--- config.mk ---
export PLATFORM = sky130hd
export DESIGN_NAME = uart_rx_os16
export DESIGN_NICKNAME = d
export VERILOG_FILES = /design/src/rtl/uart_rx_os16_pkg.sv /design/src/rtl/uart_rx_edge_hunt.sv /design/src/rtl/uart_rx_frame_engine.sv /design/src/rtl/uart_rx_char_hold.sv /design/src/rtl/uart_rx_os16.sv
export SDC_FILE = /design/constraint.sdc
export NUM_CORES = 1
export LEC_CHECK = 0
export BUFFER_PORTS_ARGS = -buffer_cell sky130_fd_sc_hd__buf_2
export CORE_MARGIN = 8
export CORE_UTILIZATION = 55
export CTS_CLUSTER_SIZE = 20
export DETAILED_ROUTE_END_ITERATION = 8
export PLACE_DENSITY = 0.75
export SLEW_MARGIN = 30
export SYNTH_ARGS = -nofsm -noshare
export SYNTH_HDL_FRONTEND = slang
export SYNTH_SLANG_ARGS = --single-unit
--- constraint.sdc ---
create_clock -name clk -period 4.9 [get_ports clk]
set_input_delay 0.245 -clock clk [delete_from_list [all_inputs] [get_ports clk]]
set_output_delay 0.245 -clock clk [all_outputs]
set_load 0.1 [all_outputs]
--- src/rtl/uart_rx_os16_pkg.sv ---
// Shared constants, state type and vote helper for the 16x oversampling
// receiver. Assumes slot numbering RT1..RT16 with fixed vote slots.
package uart_rx_os16_pkg;

    typedef enum logic [1:0] {
        RX_HUNT,
        RX_START,
        RX_DATA
    } rx_state_t;

    localparam int SLOTS  = 16;
    localparam int SLOT_W = $clog2(SLOTS + 1);

    // Start qualification slots and mid-bit vote slots
    localparam int SQ_A = 3;
    localparam int SQ_B = 5;
    localparam int SQ_C = 7;
    localparam int MV_A = 8;
    localparam int MV_B = 9;
    localparam int MV_C = 10;

    // Majority of three samples
    function automatic logic maj3(input logic a, input logic b, input logic c);
        return (a & b) | (a & c) | (b & c);
    endfunction

endpackage

--- src/rtl/uart_rx_edge_hunt.sv ---
// Edge hunter: keeps a short history of tick samples and reports the start
// edge (0 after HIST_LEN ones) and any 1-to-0 step. A preload request fills
// the history with ones so the next 0 sample is a start at once.
// Assumes rx_in is already synchronous to clk and HIST_LEN >= 2.
module uart_rx_edge_hunt #(
    parameter int HIST_LEN = 3
) (
    input  logic clk,
    input  logic rst_n,
    input  logic tick,
    input  logic rx_in,
    input  logic preload,
    output logic start_edge,
    output logic fall_edge
);

    logic [HIST_LEN-1:0] hist;

    // Edge decode against the stored history (bit 0 is the latest sample)
    always_comb begin
        start_edge = tick && !rx_in && (&hist);
        fall_edge  = tick && !rx_in && hist[0];
    end

    // History shift on each tick, or fill with ones on preload
    always_ff @(posedge clk) begin
        if (!rst_n) begin
            hist <= '0;
        end else if (tick) begin
            if (preload) hist <= '1;
            else         hist <= {hist[HIST_LEN-2:0], rx_in};
        end
    end


    start_is_fall_chk: assert property (@(posedge clk) disable iff (!rst_n)
        start_edge |-> fall_edge);

endmodule

--- src/rtl/uart_rx_frame_engine.sv ---
// Frame engine: counts RT slots, qualifies the start bit, votes each bit,
// shifts data in LSB first and signals completion on the stop decision tick.
// Falling edges in the data phase re-align the slot count to RT1.
// Assumes tick is a one-cycle enable at 16x the bit rate.
module uart_rx_frame_engine
    import uart_rx_os16_pkg::*;
#(
    parameter int DATA_BITS = 8
) (
    input  logic                 clk,
    input  logic                 rst_n,
    input  logic                 tick,
    input  logic                 rx_in,
    input  logic                 start_edge,
    input  logic                 fall_edge,
    output logic                 done,
    output logic [DATA_BITS-1:0] frame_byte,
    output logic                 frame_noise,
    output logic                 stop_bad,
    output logic                 preload
);

    localparam int IDX_W = $clog2(DATA_BITS + 1);

    rx_state_t              state;
    logic [SLOT_W-1:0]      rt;
    logic [SLOT_W-1:0]      slot_now;
    logic [IDX_W-1:0]       idx;
    logic                   v_a, v_b;
    logic                   noise_acc;
    logic [DATA_BITS-1:0]   sreg;
    logic                   vote, agree3, decide, start_noisy;

    // Slot of the current sample, with re-alignment on data-phase edges
    always_comb begin
        if (state == RX_DATA && fall_edge)   slot_now = SLOT_W'(1);
        else if (rt == SLOT_W'(SLOTS))       slot_now = SLOT_W'(1);
        else                                 slot_now = rt + SLOT_W'(1);
    end

    // Votes, completion and hand-off signals
    always_comb begin
        vote        = maj3(v_a, v_b, rx_in);
        agree3      = (v_a == v_b) && (v_b == rx_in);
        decide      = tick && state == RX_DATA && slot_now == SLOT_W'(MV_C);
        done        = decide && idx == IDX_W'(DATA_BITS);
        stop_bad    = !vote;
        frame_noise = noise_acc | !agree3;
        frame_byte  = sreg;
        preload     = done && !vote && (sreg != '0);
        start_noisy = rx_in && (slot_now == SLOT_W'(SQ_A) || slot_now == SLOT_W'(SQ_B) ||
                                slot_now == SLOT_W'(SQ_C) || slot_now == SLOT_W'(MV_A) ||
                                slot_now == SLOT_W'(MV_B) || slot_now == SLOT_W'(MV_C));
    end

    // Frame sequencing, sampling and data shifting on each tick
    always_ff @(posedge clk) begin
        if (!rst_n) begin
            state     <= RX_HUNT;
            rt        <= '0;
            idx       <= '0;
            v_a       <= 1'b0;
            v_b       <= 1'b0;
            noise_acc <= 1'b0;
            sreg      <= '0;
        end else if (tick) begin
            case (state)
                RX_HUNT: begin
                    if (start_edge) begin
                        state     <= RX_START;
                        rt        <= SLOT_W'(1);
                        noise_acc <= 1'b0;
                    end
                end
                RX_START: begin
                    rt <= slot_now;
                    if (slot_now == SLOT_W'(SQ_A) || slot_now == SLOT_W'(MV_A)) v_a <= rx_in;
                    if (slot_now == SLOT_W'(SQ_B) || slot_now == SLOT_W'(MV_B)) v_b <= rx_in;
                    if (start_noisy) noise_acc <= 1'b1;
                    if (slot_now == SLOT_W'(SQ_C) && vote) state <= RX_HUNT;
                    if (slot_now == SLOT_W'(MV_C)) begin
                        state <= RX_DATA;
                        idx   <= '0;
                    end
                end
                RX_DATA: begin
                    rt <= slot_now;
                    if (slot_now == SLOT_W'(MV_A)) v_a <= rx_in;
                    if (slot_now == SLOT_W'(MV_B)) v_b <= rx_in;
                    if (slot_now == SLOT_W'(MV_C)) begin
                        if (!agree3) noise_acc <= 1'b1;
                        if (idx == IDX_W'(DATA_BITS)) begin
                            state <= RX_HUNT;
                        end else begin
                            sreg <= {vote, sreg[DATA_BITS-1:1]};
                            idx  <= idx + IDX_W'(1);
                        end
                    end
                end
                default: state <= RX_HUNT;
            endcase
        end
    end


    start_rt1_chk: assert property (@(posedge clk) disable iff (!rst_n)
        tick && state == RX_HUNT && start_edge |=> state == RX_START && rt == SLOT_W'(1));


    resync_rt1_chk: assert property (@(posedge clk) disable iff (!rst_n)
        tick && state == RX_DATA && fall_edge |=> state == RX_DATA && rt == SLOT_W'(1));


    slot_range_chk: assert property (@(posedge clk) disable iff (!rst_n)
        state != RX_HUNT |-> rt >= SLOT_W'(1) && rt <= SLOT_W'(SLOTS));


    done_to_hunt_chk: assert property (@(posedge clk) disable iff (!rst_n)
        done |=> state == RX_HUNT && !done);

endmodule

--- src/rtl/uart_rx_char_hold.sv ---
// Character holding register and status flags. Loads a finished character
// when no framing error is pending and the register is empty. Otherwise it
// records an overrun, or ignores the character while a framing error is held.
// The clear strobe beats any same-cycle set.
module uart_rx_char_hold #(
    parameter int DATA_BITS = 8
) (
    input  logic                 clk,
    input  logic                 rst_n,
    input  logic                 done,
    input  logic [DATA_BITS-1:0] frame_byte,
    input  logic                 frame_noise,
    input  logic                 stop_bad,
    input  logic                 rd_stb,
    input  logic                 flag_clr,
    output logic [DATA_BITS-1:0] data_q,
    output logic                 full_q,
    output logic                 nf_q,
    output logic                 fe_q,
    output logic                 ov_q
);

    logic accept, write, lose;

    // Delivery decision from registered flags
    always_comb begin
        accept = done && !fe_q;
        write  = accept && !full_q;
        lose   = accept && full_q;
    end

    // Holding register, full flag and error flags
    always_ff @(posedge clk) begin
        if (!rst_n) begin
            data_q <= '0;
            full_q <= 1'b0;
            nf_q   <= 1'b0;
            fe_q   <= 1'b0;
            ov_q   <= 1'b0;
        end else begin
            if (write) data_q <= frame_byte;
            if (write)       full_q <= 1'b1;
            else if (rd_stb) full_q <= 1'b0;
            if (flag_clr) begin
                nf_q <= 1'b0;
                fe_q <= 1'b0;
                ov_q <= 1'b0;
            end else begin
                if (write && frame_noise) nf_q <= 1'b1;
                if (write && stop_bad)    fe_q <= 1'b1;
                if (lose)                 ov_q <= 1'b1;
            end
        end
    end


    load_sets_full_chk: assert property (@(posedge clk) disable iff (!rst_n)
        done && !fe_q && !full_q |=> full_q && data_q == $past(frame_byte));


    read_clears_full_chk: assert property (@(posedge clk) disable iff (!rst_n)
        rd_stb && !done |=> !full_q);


    overrun_keeps_old_chk: assert property (@(posedge clk) disable iff (!rst_n)
        done && !fe_q && full_q && !flag_clr |=> ov_q && $stable(data_q));


    frame_err_blocks_chk: assert property (@(posedge clk) disable iff (!rst_n)
        done && fe_q |=> $stable(data_q));


    clear_wins_chk: assert property (@(posedge clk) disable iff (!rst_n)
        flag_clr |=> !nf_q && !fe_q && !ov_q);

endmodule

--- src/rtl/uart_rx_os16.sv ---
// Top of the 16x oversampling serial receiver: edge hunter, frame engine
// and character holding register. Assumes baud16_tick is a one-cycle
// enable and rx_in is synchronous to clk.
module uart_rx_os16 #(
    parameter int DATA_BITS = 8,
    parameter int HIST_LEN  = 3
) (
    input  logic                 clk,
    input  logic                 rst_n,
    input  logic                 baud16_tick,
    input  logic                 rx_in,
    input  logic                 rd_stb,
    input  logic                 flag_clr,
    output logic [DATA_BITS-1:0] rx_data,
    output logic                 data_full,
    output logic                 noise_flag,
    output logic                 frame_flag,
    output logic                 overrun_flag
);

    logic                 start_edge, fall_edge, preload;
    logic                 done, frame_noise, stop_bad;
    logic [DATA_BITS-1:0] frame_byte;

    uart_rx_edge_hunt #(.HIST_LEN(HIST_LEN)) u_hunt (
        .clk        (clk),
        .rst_n      (rst_n),
        .tick       (baud16_tick),
        .rx_in      (rx_in),
        .preload    (preload),
        .start_edge (start_edge),
        .fall_edge  (fall_edge)
    );

    uart_rx_frame_engine #(.DATA_BITS(DATA_BITS)) u_frame (
        .clk         (clk),
        .rst_n       (rst_n),
        .tick        (baud16_tick),
        .rx_in       (rx_in),
        .start_edge  (start_edge),
        .fall_edge   (fall_edge),
        .done        (done),
        .frame_byte  (frame_byte),
        .frame_noise (frame_noise),
        .stop_bad    (stop_bad),
        .preload     (preload)
    );

    uart_rx_char_hold #(.DATA_BITS(DATA_BITS)) u_hold (
        .clk         (clk),
        .rst_n       (rst_n),
        .done        (done),
        .frame_byte  (frame_byte),
        .frame_noise (frame_noise),
        .stop_bad    (stop_bad),
        .rd_stb      (rd_stb),
        .flag_clr    (flag_clr),
        .data_q      (rx_data),
        .full_q      (data_full),
        .nf_q        (noise_flag),
        .fe_q        (frame_flag),
        .ov_q        (overrun_flag)
    );

endmodule

==> metrics.csv, run 1 <==
stage;metric;value;unit
power;combPwrFrac;3.2;%
synth;synth_warnings;0;
finish;utilization;60.7;%
sta;finalSetupTns;0;ns
global_routing;grt_pass1_wl;7490;um
clock_tree;cts_setup_buffers;0;
placement;placed_area;2080;um^2
power;internal-power;0.430;mW
placement;pre_cts_ws;1.94;ns
clock_tree;clock-sinks;37;
finish;drive_above_1_share;12.3;%
power;p_sw_share;21.2;%
detailed_routing;post-route-drc-count;0;
power;power.density;251;nW/um^2
finish;fillerInstances;330;
clock_tree;numCtsBuffers;5;
clock_tree;cts_hold_buf;0;
die;start_util;56.2;%
power;cellLeakagePower;0.862;nW
synth;async_flop_share;0;%
synth;syn_nets;249;
synth;synth.avg_cell_area;8.63;um^2
detailed_routing;wl_per_cell;14.8;um
sta;rsz0062_at_grt;false;
die;fp.dieH;76.5;um
power;power_frac_seq;55.7;%
global_routing;overflow;0;
sta;hold_viol;0;
outcome;status;completed;
detailed_routing;antenna_left;0;
clock_tree;cts_tree;yes;
worst_setup_path;crit_type;register to register;
sta;finalMaxSlewViolations;0;
detailed_routing;first_pass_iters;4;
worst_setup_path;crit_arrival;3.13;ns
finish;seqCellArea;741;um^2
die;core-area;3580;um^2
finish;layout_common_cells;37 x dfxtp_1, 25 x nor2_1, 19 x mux2i_1;
sta;finalCriticalPeriod;2.88;ns
clock_tree;clk_pin_slew;0.11;ns
synth;ys_types;47;
worst_setup_path;cp.required;5.15;ns
worst_setup_path;cp_max_fo;12;
finish;final_cell_area;2170;um^2
power;vdd_drop_max;0.165;mV
global_routing;grt_pass1_vias;1628;
die;ios;18;
power;power;0.545;mW
detailed_routing;wl;4290;um
finish;syn_to_final_growth;8.09;%
sta;slew_headroom;58.7;%
sta;max_freq;348;MHz
synth;synth-seq-area-share;36.8;%
placement;dp.final_hpwl;3130;um
worst_setup_path;startpoint_type;register;
die;rows;22;
sta;worst_pin_slew;0.616;ns
finish;antenna_cells;0;
sta;finalWorstSetupSlack;2.02;ns
sta;post-route-period-util;58.7;%
sta;skew;0.00701;ns
global_routing;grt_usage;15.3;%
die;die_w;76.5;um
placement;place.gp.congestion;0.928;
global_routing;grt_max_degree;28;
clock_tree;clock_path_buffers;2;
run;max-cap-violations;0;
clock_tree;htree_levels;2;
power;p_sw;0.115;mW
detailed_routing;drt-initial-drc-count;164;
finish;nets;258;
die;dieArea;5850;um^2
clock_tree;clockRootBuffer;clkbuf_4;
clock_tree;cts_resized;0;
synth;syn_inst;233;
placement;numPortBuffers;17;
global_routing;antenna_found_initial;0;
finish;multi_input_area;1150;um^2
worst_setup_path;end_kind;register;
sta;setup_viol;0;
worst_hold_path;hold_class;input port to register;
synth;synth_area;2010;um^2
detailed_routing;routed-via-count;1678;
power;pwr-share-clk;41.1;%
finish;layout_commonest_cell;dfxtp_1;
clock_tree;worstSkewPairLatency;0.35;ns
synth;ys_ff_latch;37;
synth;synthFlopType;dfxtp_1;
synth;synth_edf_count;0;
detailed_routing;viasPerCell;5.77;
-- cell type report --
class / instances / area share [%]
multi-input cells: 167 / 52.7
flip-flops and latches: 37 / 34.1
repair buffers: 17 / 3.91
well taps: 48 / 2.76
inverters: 14 / 2.42
clock buffers: 6 / 2.36
clock inverters: 2 / 1.73
-- critical path: stages (launching register included) --
cell	delay, ns
dfxtp_1	0.50
ha_1	0.50
nand3_1	0.15
xor2_1	0.38
nand4_1	0.22
or4_1	0.71
mux2i_1	0.25
nor2b_1	0.07
-- layer usage --
| layer | global-route usage, % | up-vias | routed length (um) |
|---|---|---|---|
| li1 | - | 847 | - |
| met1 | 19.7 | 776 | 2110 |
| met2 | 23.1 | 43 | 1850 |
| met3 | 5.19 | 12 | 258 |
| met4 | 5.77 | 0 | 76 |
| met5 | 0 | - | 0 |
-- final timing paths --
path                startpoint                end  slack, ns  cells past startpoint
max reg2reg      u_frame.rt[0]   u_hold.data_q[5]       2.02                      7
max              u_frame.rt[0]   u_hold.data_q[5]       2.02                      7
min                     rd_stb      u_hold.full_q       0.16                      3
min reg2reg  u_frame.noise_acc  u_frame.noise_acc       0.48                      2
-- stage by stage --
step	hold slack [ns]	cells
global route	0.197	291
floorplan	0.411	233
detailed placement	0.457	283
global placement	0.450	283
CTS	0.165	291
finish	0.162	291
-- cells in the mapped netlist, types with 4 or more instances --
cell type | n | area (um^2)
nor3_1 | 4 | 20.0
a31oi_1 | 8 | 50.1
nor2_1 | 25 | 93.8
ha_1 | 10 | 125
nor2b_1 | 12 | 75.1
nand3_1 | 8 | 40.0
o21ai_0 | 10 | 50.1
mux2i_1 | 19 | 190
inv_1 | 14 | 52.6
dfxtp_1 | 37 | 741
buf_2 | 4 | 20.0
nand4_1 | 5 | 31.3
clkbuf_1 | 7 | 26.3
nand2_1 | 15 | 56.3
xnor2_1 | 6 | 52.6
-- cell families (layout without fill, tap and decap cells) --
| family | count (synthesis) | in the layout | synth area share, % |
|---|---|---|---|
| xor+xnor | 7 | 7 | 3.05 |
| mux | 19 | 19 | 9.46 |
| compound gates | 45 | 45 | 15.7 |
| simple gates | 86 | 86 | 22.3 |
| fa+ha+maj | 10 | 10 | 6.22 |
| flops | 37 | 37 | 36.8 |
| buf+inv | 29 | 39 | 6.47 |
-- flip-flops by register name, summed over array words and instances, names as in the netlist --
signal and cells:
u_frame.v_b 1, u_hold.full_q 1, u_frame.frame_byte 8, u_hold.fe_q 1
u_frame.state 2, u_hold.data_q 8, u_frame.idx 4, u_hold.ov_q 1
u_hunt.hist 3, u_hold.nf_q 1, u_frame.v_a 1, u_frame.rt 5
u_frame.noise_acc 1
-- power groups by stage --
stage	Clock, mW	Sequential [mW]	Combinational, mW
2_1_floorplan	0	0.310	0.0120
3_3_place_gp	0	0.310	0.0168
3_5_place_dp	0	0.310	0.0171
4_1_cts	0.228	0.304	0.0172
5_1_grt	0.245	0.304	0.0197
6_report	0.224	0.304	0.0173
(Power assumes the default switching activity.)
==> inputs of run 2 (changes only) <==
==> constraint.sdc (replaced) <==
create_clock -name clk -period 2.8 [get_ports clk]
set_input_delay 0.14 -clock clk [delete_from_list [all_inputs] [get_ports clk]]
set_output_delay 0.14 -clock clk [all_outputs]
set_load 0.1 [all_outputs]
==> run 2 against run 1 <==
Maximum frequency is 14% higher. Utilization increased by 0.49 points. Clock skew increased by 0.0031 ns.
==> metrics.csv, run 2 (same netlist as run 1, synthesis figures left out) <==
stage;metric;value;unit;change
power;pwr-share-clk;32.1;%;-9.0 points
worst_setup_path;timing.rr.end;u_hold.data_q[2];;
power;p_sw;0.192;mW;+66%
die;fp.dieH;76.5;um;unchanged
run;max-cap-violations;0;;unchanged
die;ios;18;;unchanged
worst_setup_path;reg2reg_from;u_frame.rt[0];;
worst_hold_path;hold_depth;3;;unchanged
worst_setup_path;crit_arrival;2.75;ns;-0.38 ns
die;start_util;56.2;%;unchanged
die;rows;22;;unchanged
clock_tree;cts_setup_buffers;0;;unchanged
worst_setup_path;critPathMostFrequentCell;nand4_1;;
detailed_routing;post-route-drc-count;0;;unchanged
detailed_routing;antenna_left;0;;unchanged
sta;finalMaxSlewViolations;0;;unchanged
outcome;status;completed;;
finish;fillerInstances;330;;unchanged
worst_setup_path;crit_buf_inv;1;;+1
sta;rsz0062_at_grt;false;;
power;combPwrFrac;3.8;%;+0.6 points
die;core-area;3580;um^2;unchanged
clock_tree;htree_levels;2;;unchanged
detailed_routing;drt-initial-drc-count;133;;-19%
die;dieArea;5850;um^2;unchanged
sta;slew_headroom;56.6;%;-2.1 points
sta;skew;0.0102;ns;+0.00314 ns
worst_setup_path;end_kind;register;;
clock_tree;worstSkewPairLatency;0.34;ns;about the same
sta;finalCriticalPeriod;2.53;ns;-0.346 ns
worst_setup_path;cp_max_fo;10;;-2
sta;holdWs;0.0982;ns;-0.0634 ns
clock_tree;cts_hold_buf;0;;unchanged
power;cellLeakagePower;0.879;nW;+1.9%
placement;place.gp.congestion;0.865;;-6.8%
detailed_routing;wl;4360;um;+1.5%
finish;antenna_cells;0;;unchanged
detailed_routing;wl_per_cell;14.6;um;-0.85%
finish;drive_above_1_share;15.6;%;+3.3 points
power;internal-power;0.636;mW;+48%
worst_setup_path;max_stage_delay;0.57;ns;-0.14 ns
sta;finalSetupTns;0;ns;unchanged
global_routing;grt_usage;15.6;%;+0.23 points
global_routing;grt_pass1_vias;1594;;-2.1%
worst_setup_path;reg2regPathDepth;8;;+1
worst_setup_path;startpoint_type;register;;
worst_setup_path;cp_slowest_cell;or4_4;;
worst_hold_path;hold_class;input port to register;;
clock_tree;numCtsBuffers;5;;unchanged
clock_tree;clk_pin_slew;0.11;ns;about the same
global_routing;grt_max_degree;28;;unchanged
worst_setup_path;path_delay_family;simple AND/OR/NAND/NOR gates;;
global_routing;grt_pass1_wl;7620;um;+1.7%
finish;layout_common_cells;37 x dfxtp_1, 25 x nor2_1, 19 x mux2i_1;;
die;die_w;76.5;um;unchanged
clock_tree;clock-sinks;37;;unchanged
worst_setup_path;crit_type;register to register;;
placement;dp.final_hpwl;3270;um;+4.6%
sta;setup_viol;0;;unchanged
power;vdd_drop_max;0.249;mV;+51%
worst_hold_path;hold_end;u_hold.ov_q;;
placement;numPortBuffers;17;;unchanged
clock_tree;clock_path_buffers;2;;unchanged
worst_setup_path;path_cells;inv_1 -> ha_2 -> nand4_1 -> o22ai_2 -> nand4_1 -> or4_4 -> mux2i_1 -> nor2_1;;
clock_tree;cts_tree;yes;;
sta;max_freq;395;MHz;+14%
power;p_sw_share;23.2;%;+2.0 points
worst_setup_path;cp.required;3.02;ns;-2.13 ns
worst_setup_path;reg2reg_slack;0.27;ns;-1.75 ns
power;power;0.828;mW;+52%
detailed_routing;first_pass_iters;4;;unchanged
detailed_routing;viasPerCell;5.75;;-0.31%
sta;worst_pin_slew;0.644;ns;+0.0280 ns
global_routing;overflow;0;;unchanged
global_routing;antenna_found_initial;0;;unchanged
finish;nets;265;;+2.7%
power;power.density;378;nW/um^2;+51%
worst_hold_path;hold_start;flag_clr;;
finish;layout_commonest_cell;dfxtp_1;;
sta;post-route-period-util;90.3;%;+32 points
finish;syn_to_final_growth;8.96;%;
power;power_frac_seq;64.2;%;+8.5 points
sta;hold_viol;0;;unchanged
clock_tree;clockRootBuffer;clkbuf_4;;
detailed_routing;routed-via-count;1713;;+2.1%
-- run 2: tightest hold or removal path, stage by stage --
cell and delay, ns:
buf_2 0.07, nand2b_1 0.13, nor2_1 0.06
-- run 2: per-layer routing --
layer	routed length [um]	part of all wire (%)	track usage (%)
met1	2120	49	20.1
met2	1960	45	23.6
met3	243	5.6	4.60
met4	33	0.76	6.15
met5	0	0	0
-- run 2: cell type report --
type                    count  area (um^2)  share of cell area [%]
well taps                  48         60.1                    2.74
multi-input cells         167         1150                    52.4
inverters                  14         52.6                    2.40
repair buffers             24          138                    6.28
flip-flops and latches     37          741                    33.8
clock inverters             2         10.0                   0.457
clock buffers               6         41.3                    1.88
-- run 2: power groups by stage --
stage	Clock [mW]	Combinational, mW	Sequential, mW
floorplan	0	0.0210	0.543
global placement	0	0.0306	0.543
detailed placement	0	0.0309	0.543
CTS	0.272	0.0312	0.531
global route	0.296	0.0351	0.532
finish	0.265	0.0313	0.531
-- run 2: repair_timing --
action,CTS,global route
resized for setup,0,3
endpoints found under the hold margin,0,0
setup endpoints to repair,0,15
-- run 2: how the worst max path moves through the flow --
stage / from / endpoint / cells past startpoint
final: u_frame.rt[0] / u_hold.data_q[2] / 8
after CTS: u_frame.rt[0] / u_hold.data_q[2] / 8
after floorplan: u_frame.rt[0] / u_hold.data_q[3] / 11
after global placement: u_frame.rt[0] / u_hold.data_q[1] / 8
after global routing: u_frame.rt[0] / u_frame.frame_byte[1] / 9
after detailed placement: u_frame.rt[0] / u_hold.data_q[2] / 8
-- run 2: stage by stage --
stage	util, %	std cells	worst slack [ns]	area, um^2
final	61.2	298	0.270	2190
after global routing	61.2	298	0.0192	2190
after CTS	61.0	298	0.0671	2180
after detailed placement	59.5	290	0.0718	2130
after global placement	59.5	290	0.178	2130
after floorplan	-	233	0.479	2010
